**config.mk**
```make
export PLATFORM = sky130hd
export DESIGN_NAME = irq_hub
export DESIGN_NICKNAME = d
export VERILOG_FILES = /design/src/rtl/irq_hub_pkg.sv /design/src/rtl/irq_hub_dist.sv /design/src/rtl/irq_hub_cpu.sv /design/src/rtl/irq_hub.sv
export SDC_FILE = /design/constraint.sdc
export NUM_CORES = 2
export LEC_CHECK = 0
export ABC_AREA = 1
export BUFFER_PORTS_ARGS = -buffer_cell sky130_fd_sc_hd__buf_2
export CORE_MARGIN = 2
export CORE_UTILIZATION = 35
export DETAILED_ROUTE_END_ITERATION = 6
export PLACE_DENSITY = 0.47
export SLEW_MARGIN = 5
export SYNTH_ARGS = -nofsm -noshare
export SYNTH_HDL_FRONTEND = slang
export SYNTH_SLANG_ARGS = --single-unit
```
**constraint.sdc**
```tcl
create_clock -name clk -period 9.4 [get_ports clk]
set_input_delay 0.47 -clock clk [delete_from_list [all_inputs] [get_ports clk]]
set_output_delay 0.47 -clock clk [all_outputs]
set_load 0.02 [all_outputs]
```
**src/rtl/irq_hub_pkg.sv**
```systemverilog
package irq_hub_pkg;
  localparam logic [7:0] PRIO_FIXED = 8'hA0;
  localparam logic [9:0] ID_NONE    = 10'd1023;
  localparam int A_GCTRL    = 'h00;
  localparam int A_SEN      = 'h10;
  localparam int A_CEN      = 'h18;
  localparam int A_CPEND    = 'h20;
  localparam int A_TGT      = 'h40;
  localparam int A_CPU      = 'h80;
  localparam int CPU_STRIDE = 8;
  localparam int OFF_CTRL   = 0;
  localparam int OFF_PMASK  = 1;
  localparam int OFF_ACK    = 2;
  localparam int OFF_EOI    = 3;

  function automatic logic [7:0] reg_at(input int v);
    return v[7:0];
  endfunction
endpackage

```
**src/rtl/irq_hub_dist.sv**
```systemverilog
module irq_hub_dist
  import irq_hub_pkg::*;
#(
  parameter int NUM_IDS = 64
) (
  input  logic                   clk,
  input  logic                   rst_n,
  input  logic [NUM_IDS-1:0]     irq_in,
  input  logic                   wr_en,
  input  logic [7:0]             wr_addr,
  input  logic [31:0]            wr_data,
  input  logic [NUM_IDS-1:0]     ack_clr,
  input  logic [7:0]             rd_addr,
  output logic [31:0]            rd_data,
  output logic                   glb_en,
  output logic [NUM_IDS-1:0]     enable,
  output logic [NUM_IDS-1:0]     pending,
  output logic [NUM_IDS-1:0]     req_q,
  output logic [8*NUM_IDS-1:0]   targets
);
  always_ff @(posedge clk) begin
    if (!rst_n) begin
      glb_en  <= 1'b0;
      enable  <= '0;
      pending <= '0;
      req_q   <= '0;
      targets <= '0;
    end else begin
      req_q <= irq_in;
      if (wr_en && wr_addr == reg_at(A_GCTRL)) glb_en <= wr_data[0];
      for (int i = 0; i < NUM_IDS; i++) begin
        if (wr_en && wr_data[i%32]) begin
          if (wr_addr == reg_at(A_SEN + i/32))      enable[i] <= 1'b1;
          else if (wr_addr == reg_at(A_CEN + i/32)) enable[i] <= 1'b0;
        end
        // a fresh edge wins over any clear in the same cycle
        if (irq_in[i] && !req_q[i])
          pending[i] <= 1'b1;
        else if (ack_clr[i] ||
                 (wr_en && wr_data[i%32] && wr_addr == reg_at(A_CPEND + i/32)))
          pending[i] <= 1'b0;
        if (wr_en && wr_addr == reg_at(A_TGT + i/4))
          targets[8*i +: 8] <= wr_data[8*(i%4) +: 8];
      end
    end
  end

  always_comb begin
    rd_data = '0;
    if (rd_addr == reg_at(A_GCTRL)) rd_data[0] = glb_en;
    for (int i = 0; i < NUM_IDS; i++) begin
      if (rd_addr == reg_at(A_SEN + i/32) || rd_addr == reg_at(A_CEN + i/32))
        rd_data[i%32] = enable[i];
      if (rd_addr == reg_at(A_CPEND + i/32))
        rd_data[i%32] = pending[i];
      if (rd_addr == reg_at(A_TGT + i/4))
        rd_data[8*(i%4) +: 8] = targets[8*i +: 8];
    end
  end
endmodule

```
**src/rtl/irq_hub_cpu.sv**
```systemverilog
module irq_hub_cpu
  import irq_hub_pkg::*;
#(
  parameter int NUM_IDS = 64,
  parameter int CPU_IDX = 0
) (
  input  logic               clk,
  input  logic               rst_n,
  input  logic               wr_en,
  input  logic [7:0]         wr_addr,
  input  logic [7:0]         wr_data,
  input  logic               glb_en,
  input  logic [NUM_IDS-1:0] pending,
  input  logic [NUM_IDS-1:0] enable,
  input  logic [NUM_IDS-1:0] active,
  input  logic [NUM_IDS-1:0] tgt_col,
  input  logic [7:0]         rd_addr,
  output logic               irq,
  output logic [9:0]         win_id,
  output logic [31:0]        rd_data
);
  localparam int BASE = A_CPU + CPU_IDX * CPU_STRIDE;

  logic               ctrl_en;
  logic [7:0]         pmask;
  logic [NUM_IDS-1:0] elig;
  logic               pass;
  logic               hit;
  logic [9:0]         idx;

  always_ff @(posedge clk) begin
    if (!rst_n) begin
      ctrl_en <= 1'b0;
      pmask   <= 8'h00;
    end else if (wr_en) begin
      if (wr_addr == reg_at(BASE + OFF_CTRL))  ctrl_en <= wr_data[0];
      if (wr_addr == reg_at(BASE + OFF_PMASK)) pmask   <= wr_data;
    end
  end

  assign elig = pending & enable & ~active & tgt_col & {NUM_IDS{glb_en}};
  assign pass = ctrl_en && (PRIO_FIXED < pmask);

  // lowest index wins: scan from the top so lower IDs overwrite
  always_comb begin
    hit = 1'b0;
    idx = ID_NONE;
    for (int i = NUM_IDS - 1; i >= 0; i--) begin
      if (elig[i]) begin
        hit = 1'b1;
        idx = 10'(i);
      end
    end
  end

  assign irq    = pass && hit;
  assign win_id = irq ? idx : ID_NONE;

  always_comb begin
    rd_data = '0;
    if (rd_addr == reg_at(BASE + OFF_CTRL))  rd_data[0]   = ctrl_en;
    if (rd_addr == reg_at(BASE + OFF_PMASK)) rd_data[7:0] = pmask;
    if (rd_addr == reg_at(BASE + OFF_ACK))   rd_data[9:0] = win_id;
  end
endmodule

```
**src/rtl/irq_hub.sv**
```systemverilog
module irq_hub
  import irq_hub_pkg::*;
#(
  parameter int NUM_IDS  = 64,
  parameter int NUM_CPUS = 2
) (
  input  logic                clk,
  input  logic                rst_n,
  input  logic [NUM_IDS-1:0]  irq_in,
  input  logic                cmd_valid,
  output logic                cmd_ready,
  input  logic                cmd_write,
  input  logic [7:0]          cmd_addr,
  input  logic [31:0]         cmd_wdata,
  output logic                rsp_valid,
  input  logic                rsp_ready,
  output logic [31:0]         rsp_rdata,
  output logic [NUM_CPUS-1:0] irq_out
);
  logic               accept, wr_en, rd_go;
  logic               glb_en;
  logic [NUM_IDS-1:0] enable, pending, req_q, active;
  logic [NUM_IDS-1:0] ack_clr, eoi_clr;
  logic [8*NUM_IDS-1:0] targets;
  logic [31:0]        dist_rd, rd_all;
  logic [31:0]        cpu_rd [NUM_CPUS];
  logic [9:0]         win_id [NUM_CPUS];
  logic [NUM_CPUS-1:0] ack_hit, eoi_hit;
  logic               ack_fire, eoi_fire;

  assign cmd_ready = !rsp_valid;
  assign accept    = cmd_valid && cmd_ready;
  assign wr_en     = accept && cmd_write;
  assign rd_go     = accept && !cmd_write;

  irq_hub_dist #(.NUM_IDS(NUM_IDS)) u_dist (
    .clk(clk), .rst_n(rst_n), .irq_in(irq_in),
    .wr_en(wr_en), .wr_addr(cmd_addr), .wr_data(cmd_wdata),
    .ack_clr(ack_clr), .rd_addr(cmd_addr), .rd_data(dist_rd),
    .glb_en(glb_en), .enable(enable), .pending(pending),
    .req_q(req_q), .targets(targets)
  );

  for (genvar c = 0; c < NUM_CPUS; c++) begin : g_cpu
    logic [NUM_IDS-1:0] tgt_col;
    for (genvar i = 0; i < NUM_IDS; i++) begin : g_col
      assign tgt_col[i] = targets[8*i + c];
    end
    irq_hub_cpu #(.NUM_IDS(NUM_IDS), .CPU_IDX(c)) u_cpu (
      .clk(clk), .rst_n(rst_n),
      .wr_en(wr_en), .wr_addr(cmd_addr), .wr_data(cmd_wdata[7:0]),
      .glb_en(glb_en), .pending(pending), .enable(enable),
      .active(active), .tgt_col(tgt_col), .rd_addr(cmd_addr),
      .irq(irq_out[c]), .win_id(win_id[c]), .rd_data(cpu_rd[c])
    );
    assign ack_hit[c] = rd_go && irq_out[c] &&
                        cmd_addr == reg_at(A_CPU + c*CPU_STRIDE + OFF_ACK);
    assign eoi_hit[c] = wr_en &&
                        cmd_addr == reg_at(A_CPU + c*CPU_STRIDE + OFF_EOI);
  end

  assign ack_fire = |ack_hit;
  assign eoi_fire = |eoi_hit;

  always_comb begin
    ack_clr = '0;
    for (int c = 0; c < NUM_CPUS; c++)
      for (int i = 0; i < NUM_IDS; i++)
        if (ack_hit[c] && win_id[c] == 10'(i)) ack_clr[i] = 1'b1;
  end

  always_comb begin
    for (int i = 0; i < NUM_IDS; i++)
      eoi_clr[i] = eoi_fire && active[i] && cmd_wdata[9:0] == 10'(i);
  end

  always_comb begin
    rd_all = dist_rd;
    for (int c = 0; c < NUM_CPUS; c++) rd_all = rd_all | cpu_rd[c];
  end

  always_ff @(posedge clk) begin
    if (!rst_n) begin
      active    <= '0;
      rsp_valid <= 1'b0;
      rsp_rdata <= '0;
    end else begin
      active <= (active | ack_clr) & ~eoi_clr;
      if (rd_go) begin
        rsp_valid <= 1'b1;
        rsp_rdata <= rd_all;
      end else if (rsp_valid && rsp_ready) begin
        rsp_valid <= 1'b0;
      end
    end
  end
endmodule

```
==> flow_summary.json <==
{
  "critPathLaunch": "u_dist.glb_en$_SDFFE_PN0P_",
  "ctsResizeCount": 0,
  "synth_fp_nets": 5701,
  "crit_top_cell": "nand2_1",
  "grt.total_usage_pct": 36.6,
  "drtIter0Drc": 5584,
  "drive_gt1_share_pct": 9.21,
  "avgSynthCellArea_um2": 6.89,
  "grt_pass1_vias": 37200,
  "status": "complete, no violations",
  "final_antenna_net_count": 0,
  "clock_skew_ns": 0.0363,
  "drt-wirelength-per-cell_um": 29.8,
  "route.detailed.drc": 0,
  "leakagePower_uw": 0.0167,
  "clock_power_share_pct": 49.2,
  "fmax_mhz": 162,
  "ctsHtreeMaxLevel": 3,
  "final_common_cell": "nand2_1",
  "finalWeightedCongestion": 1.05,
  "max_slew_margin_pct": 8.89,
  "synth_top_family_by_area": "simple AND/OR/NAND/NOR gates",
  "slowest_delay_ns": 0.71,
  "min_period_ns": 6.18,
  "ir_drop_mv": 0.127,
  "worstPathArrival_ns": 6.76,
  "overflow": 0,
  "nNetsFinal": 5717,
  "tns_ns": 0,
  "initial_core_util_pct": 35.3,
  "rows": 121,
  "tightest_slew_ns": 1.33,
  "grt_max_degree": 150,
  "endpoint_kind": "flop",
  "synth-simple-area-share_pct": 25.7,
  "intPower_uw": 5930,
  "cts_tree": "built",
  "setup_viol": 0,
  "cts-root-buf": "clkbuf_16",
  "routed_wl_mm": 212,
  "grt_pass1_wl_mm": 292,
  "die_area_um2": 113000,
  "drv_slew": 0,
  "rsz0062_at_grt": "no",
  "die_y_um": 336,
  "die_w_um": 336,
  "pwr-share-comb_pct": 6.1,
  "ios": 145,
  "path_max_fanout": 21,
  "cts_made_buffers": 97,
  "cts_sinks": 820,
  "cts_hold_buf": 48,
  "crit_end": "u_dist.pending[2]$_SDFFE_PN0P_",
  "dr.pass1.iters": 6,
  "antenna_found_initial": 12,
  "num_vias": 41300,
  "ff2ff_path_depth": 68,
  "synth.cell_area_um2": 38500,
  "clock_path_buffers": 3,
  "p_per_area_nw_per_um2": 180,
  "synthMuxAreaShare_pct": 0,
  "fp.coreArea_um2": 109000,
  "synth_cells": 5592,
  "synthAdderAreaFrac_pct": 0,
  "synth-xor-area-share_pct": 0,
  "final_cell_mix": "nand2_1, dfxtp_1, inv_1",
  "synth-seq-cells": 820,
  "postCtsSetupRepairBufs": 0,
  "clk_latency_ns": 0.71,
  "worst_hold_path_type": "input port to flop",
  "critPathSlowestCell": "dfxtp_2",
  "netlist_top_cells_area": "dfxtp_1, nand2_1, a21oi_1",
  "yosysSeqAreaShare_pct": 42.6,
  "worstPathRequired_ns": 9.98,
  "clkTransAtPathRegs_ns": 0.06,
  "crit_type": "flop to flop",
  "crit_path_start_kind": "flop",
  "portBuffers": 144,
  "reg2reg_from": "u_dist.glb_en$_SDFFE_PN0P_",
  "p_seq_share_pct": 44.7,
  "setup_ws_ns": 3.22,
  "yosys_warnings": 0,
  "fin_crit_sh_pct": 65.7,
  "dpl.hpwl_mm": 154,
  "synth-compound-area-share_pct": 20.9,
  "hold_viol_final": 0,
  "r2r_slack_ns": 3.22,
  "timing.rr.end": "u_dist.pending[2]$_SDFFE_PN0P_",
  "yosys.area.top_type_share_pct": 42.6,
  "syn2layout_area_growth_pct": 15.3,
  "switching_share_pct": 25.9,
  "synth_cell_types": 43,
  "via_per_inst": 5.81,
  "p_switching_uw": 2070,
  "place_ws_ns": 3.48,
  "synth_top_area_cell": "dfxtp_1",
  "drv_cap": 0
}
[cell type report]
| cell class | count | area [um^2] |
|---|---|---|
| repair buffers | 305 | 2080 |
| well taps | 1414 | 1770 |
| inverters | 693 | 2620 |
| multi-input cells | 3691 | 18200 |
| clock buffers | 153 | 2970 |
| flip-flops and latches | 820 | 16400 |
| clock inverters | 27 | 312 |
| diodes | 4 | 10.0 |
| fillers | 11800 | 64600 |
[layer usage]
layer / global-route usage (%) / wire length [um] / share of wire [%] / vias up
met2: 53.1 / 87700 / 41 / 2162
met1: 51.1 / 91800 / 43 / 20000
met4: 20.2 / 13200 / 6.3 / 10
li1: - / - / - / 18700
met3: 6.30 / 18900 / 8.9 / 386
met5: 0 / 67 / 0.032 / -
[registers in the layout (all words and copies together), names as in the netlist]
signal	count
u_dist.targets	512
active	64
u_dist.enable	64
u_dist.pending	64
u_dist.req_q	64
rsp_rdata	32
g_cpu.u_cpu.pmask	16
g_cpu.u_cpu.ctrl_en	2
rsp_valid	1
u_dist.glb_en	1
[cells by family (layout without fill, tap and decap cells)]
group | count (synthesis) | in the layout
other cells | 0 | 4
simple gates | 2288 | 2288
flops | 820 | 820
compound gates | 1403 | 1403
buf+inv | 1081 | 1178
[metrics by stage]
stage	cells	hold slack (ns)	util [%]	total power [uW]	instance area, um^2
3_5_place_dp	6875	0.396	37.3	4110	40600
4_1_cts	7103	0.00340	40.7	8020	44400
3_3_place_gp	6875	0.392	37.3	4110	40600
5_1_grt	7105	0.0360	40.7	8190	44400
2_1_floorplan	5592	0.389	-	3830	38500
6_report	7107	0.0342	40.7	8000	44400
[worst max-delay path: cells and delay by family (launching register included)]
kind	cells	cell delay, ns
AND/OR/NAND/NOR	65	4.78
AO/OA/AOI/OAI	1	0.07
buffers and inverters	2	0.51
flip-flops	1	0.71
[power by group through the flow]
stage	Clock (uW)	Sequential, uW	Combinational (uW)
2_1_floorplan	0	3620	205
3_3_place_gp	0	3650	454
3_5_place_dp	0	3650	455
4_1_cts	3970	3580	472
5_1_grt	4110	3580	503
6_report	3940	3580	489
[how the worst min path moves through the flow]
| stage | startpoint | to | slack, ns | cells after the start |
|---|---|---|---|---|
| after CTS | irq_in[23] | u_dist.req_q[23]$_SDFF_PN0_ | 0.003 | 3 |
| after floorplan | u_dist.req_q[10]$_SDFF_PN0_ | u_dist.pending[10]$_SDFFE_PN0P_ | 0.39 | 1 |
| after global routing | irq_in[23] | u_dist.req_q[23]$_SDFF_PN0_ | 0.04 | 3 |
| after global placement | u_dist.req_q[36]$_SDFF_PN0_ | u_dist.pending[36]$_SDFFE_PN0P_ | 0.39 | 1 |
| final | irq_in[23] | u_dist.req_q[23]$_SDFF_PN0_ | 0.03 | 3 |
| after detailed placement | u_dist.req_q[28]$_SDFF_PN0_ | u_dist.pending[28]$_SDFFE_PN0P_ | 0.40 | 1 |
[synth_stat cells (all sizes together)]
library cell and count:
a2111oi 11, a211oi 156, a21oi 624, a221oi 35, a311oi 14, a31oi 69
a41oi 3, buf 46, clkbuf 342, clkinv 11, dfxtp 820, inv 682
nand2 1125, nand3 442, nand3b 25, nand4 121, nor2 411, nor3 116
nor4 19, o2111ai 31, o211ai 24, o21a 4, o21ai 374, o21bai 1
o221ai 16, o22ai 30, o311ai 2, o31ai 7, o32ai 2, or2 29
Power figures use the tool's default switching activity.
